===== src/rtl/pwmch_pkg.sv =====
package pwmch_pkg;

    typedef enum logic [1:0] {
        ST_IDLE  = 2'd0,
        ST_HOLD  = 2'd1,
        ST_RUN   = 2'd2,
        ST_PULSE = 2'd3
    } pwm_state_e;

    localparam logic [1:0] ADR_CTRL   = 2'd0;
    localparam logic [1:0] ADR_DIV    = 2'd1;
    localparam logic [1:0] ADR_PERIOD = 2'd2;
    localparam logic [1:0] ADR_DUTY   = 2'd3;

    localparam int CTL_EN    = 0;
    localparam int CTL_MODE  = 1;
    localparam int CTL_POL   = 2;
    localparam int CTL_START = 3;

endpackage


===== src/rtl/pwmch_regs.sv =====
module pwmch_regs
    import pwmch_pkg::*;
#(
    parameter int CNT_W  = 16,
    parameter int PRE_W  = 12,
    parameter int DATA_W = 16
) (
    input  logic              clk,
    input  logic              rst_n,
    input  logic              wr_en,
    input  logic [1:0]        wr_addr,
    input  logic [DATA_W-1:0] wr_data,
    input  logic              pulse_done,
    output logic              en_q,
    output logic              mode_q,
    output logic              pol_q,
    output logic              start_q,
    output logic [PRE_W-1:0]  div_q,
    output logic [CNT_W-1:0]  period_q,
    output logic [CNT_W-1:0]  duty_q
);

    logic arm;

    always_comb begin
        arm = wr_en && (wr_addr == ADR_CTRL) && wr_data[CTL_START]
              && wr_data[CTL_EN] && wr_data[CTL_MODE];
    end

    always_ff @(posedge clk or negedge rst_n) begin
        if (!rst_n) begin
            en_q     <= 1'b0;
            mode_q   <= 1'b0;
            pol_q    <= 1'b0;
            div_q    <= '0;
            period_q <= '0;
            duty_q   <= '0;
        end else if (wr_en) begin
            unique case (wr_addr)
                ADR_CTRL: begin
                    en_q   <= wr_data[CTL_EN];
                    mode_q <= wr_data[CTL_MODE];
                    pol_q  <= wr_data[CTL_POL];
                end
                ADR_DIV:    div_q    <= wr_data[PRE_W-1:0];
                ADR_PERIOD: period_q <= wr_data[CNT_W-1:0];
                ADR_DUTY:   duty_q   <= wr_data[CNT_W-1:0];
                default: ;
            endcase
        end
    end

    always_ff @(posedge clk or negedge rst_n) begin
        if (!rst_n) begin
            start_q <= 1'b0;
        end else if (arm) begin
            start_q <= 1'b1;
        end else if (pulse_done || !en_q) begin
            start_q <= 1'b0;
        end
    end

endmodule


===== src/rtl/pwmch_prescale.sv =====
module pwmch_prescale #(
    parameter int PRE_W = 12
) (
    input  logic             clk,
    input  logic             rst_n,
    input  logic             clr,
    input  logic [PRE_W-1:0] div,
    output logic             tick
);

    logic [PRE_W-1:0] pre_q;

    always_comb begin
        tick = !clr && (pre_q >= div);
    end

    always_ff @(posedge clk or negedge rst_n) begin
        if (!rst_n) begin
            pre_q <= '0;
        end else if (clr || tick) begin
            pre_q <= '0;
        end else begin
            pre_q <= pre_q + 1'b1;
        end
    end

endmodule


===== src/rtl/pwmch_seq.sv =====
module pwmch_seq
    import pwmch_pkg::*;
#(
    parameter int CNT_W = 16
) (
    input  logic             clk,
    input  logic             rst_n,
    input  logic             en,
    input  logic             mode_pulse,
    input  logic             start_req,
    input  logic             tick,
    input  logic [CNT_W-1:0] cfg_period,
    input  logic [CNT_W-1:0] cfg_duty,
    output pwm_state_e       state_q,
    output logic [CNT_W-1:0] cnt_q,
    output logic [CNT_W-1:0] sh_period,
    output logic [CNT_W-1:0] sh_duty,
    output logic             counting,
    output logic             pulse_done
);

    pwm_state_e       state_d;
    logic [CNT_W-1:0] last;
    logic             wrap;
    logic             entering;
    logic             load;

    always_comb begin
        last     = (sh_period == '0) ? '0 : sh_period - 1'b1;
        counting = (state_q == ST_RUN) || (state_q == ST_PULSE);
        wrap     = counting && tick && (cnt_q >= last);
    end

    // next-state decision
    always_comb begin
        state_d = state_q;
        unique case (state_q)
            ST_IDLE: begin
                if (en) state_d = mode_pulse ? ST_HOLD : ST_RUN;
            end
            ST_HOLD: begin
                if (!en)             state_d = ST_IDLE;
                else if (!mode_pulse) state_d = ST_RUN;
                else if (start_req)   state_d = ST_PULSE;
            end
            ST_RUN: begin
                if (!en)                     state_d = ST_IDLE;
                else if (wrap && mode_pulse) state_d = ST_HOLD;
            end
            ST_PULSE: begin
                if (!en)       state_d = ST_IDLE;
                else if (wrap) state_d = ST_HOLD;
            end
            default: state_d = ST_IDLE;
        endcase
    end

    always_ff @(posedge clk or negedge rst_n) begin
        if (!rst_n) state_q <= ST_IDLE;
        else        state_q <= state_d;
    end

    // outputs of the sequencer: boundary events and shadow loads
    always_comb begin
        entering   = !counting && ((state_d == ST_RUN) || (state_d == ST_PULSE));
        load       = entering || (wrap && en);
        pulse_done = (state_q == ST_PULSE) && wrap && en;
    end

    always_ff @(posedge clk or negedge rst_n) begin
        if (!rst_n) begin
            cnt_q     <= '0;
            sh_period <= '0;
            sh_duty   <= '0;
        end else begin
            if (load) begin
                sh_period <= cfg_period;
                sh_duty   <= cfg_duty;
            end
            if ((state_d == ST_IDLE) || (state_d == ST_HOLD) || entering || wrap) begin
                cnt_q <= '0;
            end else if (tick) begin
                cnt_q <= cnt_q + 1'b1;
            end
        end
    end

endmodule


===== src/rtl/pwm_prescaled_channel.sv =====
module pwm_prescaled_channel
    import pwmch_pkg::*;
#(
    parameter int CNT_W  = 16,
    parameter int PRE_W  = 12,
    parameter int DATA_W = 16
) (
    input  logic              clk,
    input  logic              rst_n,
    input  logic              wr_en,
    input  logic [1:0]        wr_addr,
    input  logic [DATA_W-1:0] wr_data,
    output logic              pwm_out,
    output logic              pulse_armed
);

    logic             en_q;
    logic             mode_q;
    logic             pol_q;
    logic             start_q;
    logic [PRE_W-1:0] div_q;
    logic [CNT_W-1:0] period_q;
    logic [CNT_W-1:0] duty_q;
    logic             tick;
    logic             counting;
    logic             pulse_done;
    pwm_state_e       state_q;
    logic [CNT_W-1:0] cnt_q;
    logic [CNT_W-1:0] sh_period;
    logic [CNT_W-1:0] sh_duty;
    logic             active;

    pwmch_regs #(.CNT_W(CNT_W), .PRE_W(PRE_W), .DATA_W(DATA_W)) u_regs (
        .clk        (clk),
        .rst_n      (rst_n),
        .wr_en      (wr_en),
        .wr_addr    (wr_addr),
        .wr_data    (wr_data),
        .pulse_done (pulse_done),
        .en_q       (en_q),
        .mode_q     (mode_q),
        .pol_q      (pol_q),
        .start_q    (start_q),
        .div_q      (div_q),
        .period_q   (period_q),
        .duty_q     (duty_q)
    );

    pwmch_prescale #(.PRE_W(PRE_W)) u_pre (
        .clk   (clk),
        .rst_n (rst_n),
        .clr   (!counting || !en_q),
        .div   (div_q),
        .tick  (tick)
    );

    pwmch_seq #(.CNT_W(CNT_W)) u_seq (
        .clk        (clk),
        .rst_n      (rst_n),
        .en         (en_q),
        .mode_pulse (mode_q),
        .start_req  (start_q),
        .tick       (tick),
        .cfg_period (period_q),
        .cfg_duty   (duty_q),
        .state_q    (state_q),
        .cnt_q      (cnt_q),
        .sh_period  (sh_period),
        .sh_duty    (sh_duty),
        .counting   (counting),
        .pulse_done (pulse_done)
    );

    // output process
    always_comb begin
        active      = en_q && counting && (cnt_q < sh_duty);
        pwm_out     = active ^ pol_q;
        pulse_armed = start_q;
    end

endmodule


===== config.mk =====
export PLATFORM = sky130hd
export DESIGN_NAME = pwm_prescaled_channel
export DESIGN_NICKNAME = d
export VERILOG_FILES = /design/src/rtl/pwmch_pkg.sv /design/src/rtl/pwmch_regs.sv /design/src/rtl/pwmch_prescale.sv /design/src/rtl/pwmch_seq.sv /design/src/rtl/pwm_prescaled_channel.sv
export SDC_FILE = /design/constraint.sdc
export NUM_CORES = 1
export LEC_CHECK = 0
export ABC_AREA = 1
export BUFFER_PORTS_ARGS = -buffer_cell sky130_fd_sc_hd__buf_4
export CAP_MARGIN = 30
export CORE_UTILIZATION = 50
export DETAILED_ROUTE_END_ITERATION = 8
export PLACE_DENSITY = 0.67
export SETUP_SLACK_MARGIN = 0.3
export SLEW_MARGIN = 5
export SYNTH_ARGS = -nofsm -noshare
export SYNTH_HDL_FRONTEND = slang
export SYNTH_HIERARCHICAL = 1
export SYNTH_SLANG_ARGS = --single-unit

===== constraint.sdc =====
create_clock -name clk -period 3.7 [get_ports clk]
set_clock_uncertainty 0.2 [all_clocks]
set_input_delay 0.555 -clock clk [delete_from_list [all_inputs] [get_ports clk]]
set_output_delay 0.555 -clock clk [all_outputs]
set_load 0.03 [all_outputs]

==> results.py <==
metrics = {
    "status": {
        "run_status": "finished, final reports clean",
    },
    "die": {
        "core_area_um2": 12100,
        "pin_count": 23,
        "dieWidth_um": 113,
        "start_util_pct": 51.4,
        "row_count": 40,
        "die_h_um": 113,
        "dieArea_um2": 12800,
    },
    "logic_synthesis": {
        "avgSynthCellArea_um2": 8.16,
        "synth_seq_cells": 110,
        "syn_inst": 760,
        "synth-warning-count": 6,
        "synth.distinct_cells": 39,
        "seq_area_frac_synth_pct": 44.4,
        "synth.net_count": 828,
        "synth_area_um2": 6200,
    },
    "worst_setup_path": {
        "startpoint_type": "register",
        "crit_path_end_kind": "register",
        "cp_cell_sequence": "inv_2 > nand3_4 > nor4_4 > nand2_2 > nor3_4 > buf_6 > a21oi_1 > nand3b_1 > ha_4 > nand2_2 > nor3_2 > nand2_1 > nand2_2 > nand3_2 > nand2_2 > nand3_4 > nand2_8 > clkbuf_16 > nand3_1 > nand2_1",
        "arrival_ps": 3520,
        "r2r_setup_slack_ps": 270,
        "worstPathRequired_ps": 3790,
        "crit_fanout": 8,
        "critPathKind": "reg2reg",
        "critPathSlowestCell": "dfrtp_1",
        "path_buf_inv": 3,
        "cp_common_cell": "nand2_2",
        "critPathTopFamily": "simple AND/OR/NAND/NOR gates",
        "worst_path_largest_cell_delay_ps": 420,
    },
    "cts": {
        "cts_num_sinks": 110,
        "h-tree-depth": 3,
        "clkTransAtPathRegs_ps": 80,
        "ctsRootBufferMaster": "clkbuf_16",
        "cts_tree": "built",
        "clkLatencyLatePin_ps": 350,
        "clock_path_buffers": 2,
        "cts_buffers": 9,
    },
    "global_route": {
        "gr-total-overflow": 0,
        "grt_pass1_wl_um": 22500,
        "grt_usage_pct": 22.1,
        "first_global_vias": 4872,
        "antenna_found_initial": 0,
        "grt_max_degree": 69,
    },
    "routing": {
        "ant_nets": 0,
        "wl_um": 14100,
        "via_per_inst": 5.20,
        "wire_per_inst_um": 14.5,
        "drc": 0,
        "vias": 5051,
        "drtIter0Drc": 309,
        "first_pass_iters": 5,
    },
    "sta": {
        "rsz0062_at_grt": "true",
        "fin_crit_ps": 3430,
        "max_freq_mhz": 292,
        "slew_viol_final": 0,
        "finalCritPeriodShare_pct": 92.6,
        "max_slew_margin_pct": 49.5,
        "timing.final.ws_setup_ps": 273,
        "setup_violations": 0,
        "max_slew.worst_pin.slew_ps": 755,
        "setup_tns_ps": 0,
        "hold_viol": 0,
    },
    "worst_hold_path": {
        "hold_class": "reg2reg",
    },
    "layout": {
        "layout.nets": 866,
        "multiInputGateArea_um2": 3080,
        "drive_gt1_share_pct": 15.1,
        "fill_cells": 1081,
        "regArea_um2": 2750,
        "area_growth_pct": 15.6,
        "diodes": 0,
        "finish.utilization_pct": 59.4,
    },
    "job": {
        "cap_violations": 0,
    },
    "placement": {
        "post-place-ws_ps": 264,
        "numPortBuffers": 22,
        "gp_congestion": 0.841,
        "dpl.hpwl_um": 9850,
    },
    "pwr": {
        "ir_drop_mv": 0.330,
        "cellPowerDensity_nw_per_um2": 575,
        "p_leak_nw": 3.63,
    },
}
==> routing by layer <==
| layer | global-route usage (%) | up-vias | wire length (µm) |
|---|---|---|---|
| met1 | 28.4 | 2414 | 6120 |
| met3 | 3.80 | 19 | 485 |
| met5 | 0 | - | 0 |
| li1 | - | 2509 | - |
| met2 | 37.9 | 109 | 7190 |
| met4 | 7.46 | 0 | 304 |
==> cell type report <==
cell class,count,area share [%]
multi-input combinational,531,42.9
sequential,110,38.4
timing repair buffer,47,6.32
inverter,99,5.19
clock buffer,9,3.14
tap,168,2.93
clock inverter,7,1.07
==> placed cells by master (no fill, tap or decap), drive strengths merged, types with 7 or more instances in the layout <==
master,count
xnor2,8
nand3,58
nand2,222
xor2,12
nand4,7
inv,101
dfrtp,110
clkbuf,11
a21oi,25
o21ai,51
nor2,63
buf,44
nor3,13
ha,47
==> final timing paths <==
kind,startpoint,cells past startpoint,end
worst max-delay path,u_seq/sh_period[0],20,u_seq/sh_duty[1]
worst min register to register,u_pre/pre_q[0],1,u_pre/pre_q[0]
worst max register to register,u_seq/sh_period[0],20,u_seq/sh_duty[1]
max in group asynchronous,rst_n,4,u_regs/duty_q[6]
worst min-delay path,u_pre/pre_q[0],1,u_pre/pre_q[0]
min in group asynchronous,rst_n,2,u_seq/cnt_q[0]
==> where the power goes <==
group | internal [W] | switching (W)
sequential | 0.00143 | 0.000220
clock | 0.000477 | 0.000481
combinational | 0.000622 | 0.000888
total | 0.00253 | 0.00159
==> through the flow <==
| step | hold slack, ps | power, W | cell area [µm²] | cells |
|---|---|---|---|---|
| floorplan | 59.4 | 0.00258 | 6200 | 760 |
| global placement | 247 | 0.00281 | 6490 | 935 |
| detailed placement | 249 | 0.00288 | 6490 | 935 |
| CTS | 152 | 0.00386 | 6800 | 951 |
| global route | 297 | 0.00440 | 7170 | 971 |
| finish | 260 | 0.00412 | 7170 | 971 |
==> logic make-up after synthesis <==
group	synth area share, %
buf+inv	8.15
simple gates	28.0
compound gates	7.16
flops	44.4
xor+xnor	2.83
fa+ha+maj	9.49
==> registers in the layout, indices dropped and copies added, names as in the netlist <==
register / count
u_seq/sh_period: 16
u_regs/en_q: 1
u_seq/sh_duty: 16
u_regs/duty_q: 16
u_regs/period_q: 16
u_regs/start_q: 1
u_regs/div_q: 12
u_seq/state_q: 2
u_regs/pol_q: 1
u_seq/cnt_q: 16
u_regs/mode_q: 1
u_pre/pre_q: 12
==> Yosys cell counts <==
master       n  share of area, %
o21ai_1      1             0.081
xnor2_1      8               1.1
clkbuf_1     5              0.30
or2_2        3              0.30
o211ai_1     1              0.12
xor2_1      12               1.7
nand3_2      3              0.48
buf_4        4              0.48
o2111ai_1    1              0.14
a21o_1       1              0.12
nor3_4       2              0.52
nand3_1     55               4.4
dfrtp_1    110                44
nor4_1       1              0.10
a211oi_1     3              0.36
o21bai_1     1              0.12
ha_1        47               9.5
a21oi_2      1              0.14
inv_2        1             0.060
nor3_1      10              0.81
buf_6        4              0.73
nand2_1    203                12
nand2_4      2              0.36
nor4_2       2              0.40
nor3_2       1              0.16
o21ai_0     50               4.0
inv_1       98               5.9
nand2_2     16               1.6
nor4_4       1              0.34
a21oi_1     24               1.9
and3_1       2              0.20
nor2_2       8              0.81
a31oi_1      1              0.10
nand4_1      7              0.71
buf_2        8              0.65
nand3b_1     4              0.48
nor3b_1      4              0.48
nor2_1      54               3.3
nor2_4       1              0.18
==> worst reg2reg max path: cells and delay by family (launching register included) <==
family	cells	cell delay [ps]
and+or+nand+nor	15	1950
buffers and inverters	3	430
DFF	1	420
adders and majority gates	1	320
AOI/OAI and AO/OA	1	50
==> repair_timing <==
item | 4_1_cts | 5_1_grt
hold buffers | 0 | 1
hold endpoints to repair | 0 | 16
endpoints found under the setup margin | 32 | 49
cloned | 0 | 4
pin swaps | 0 | 7
resized for setup | 3 | 30
buffers inserted | 0 | 12
No activity file was read; power rests on OpenSTA's default activity.
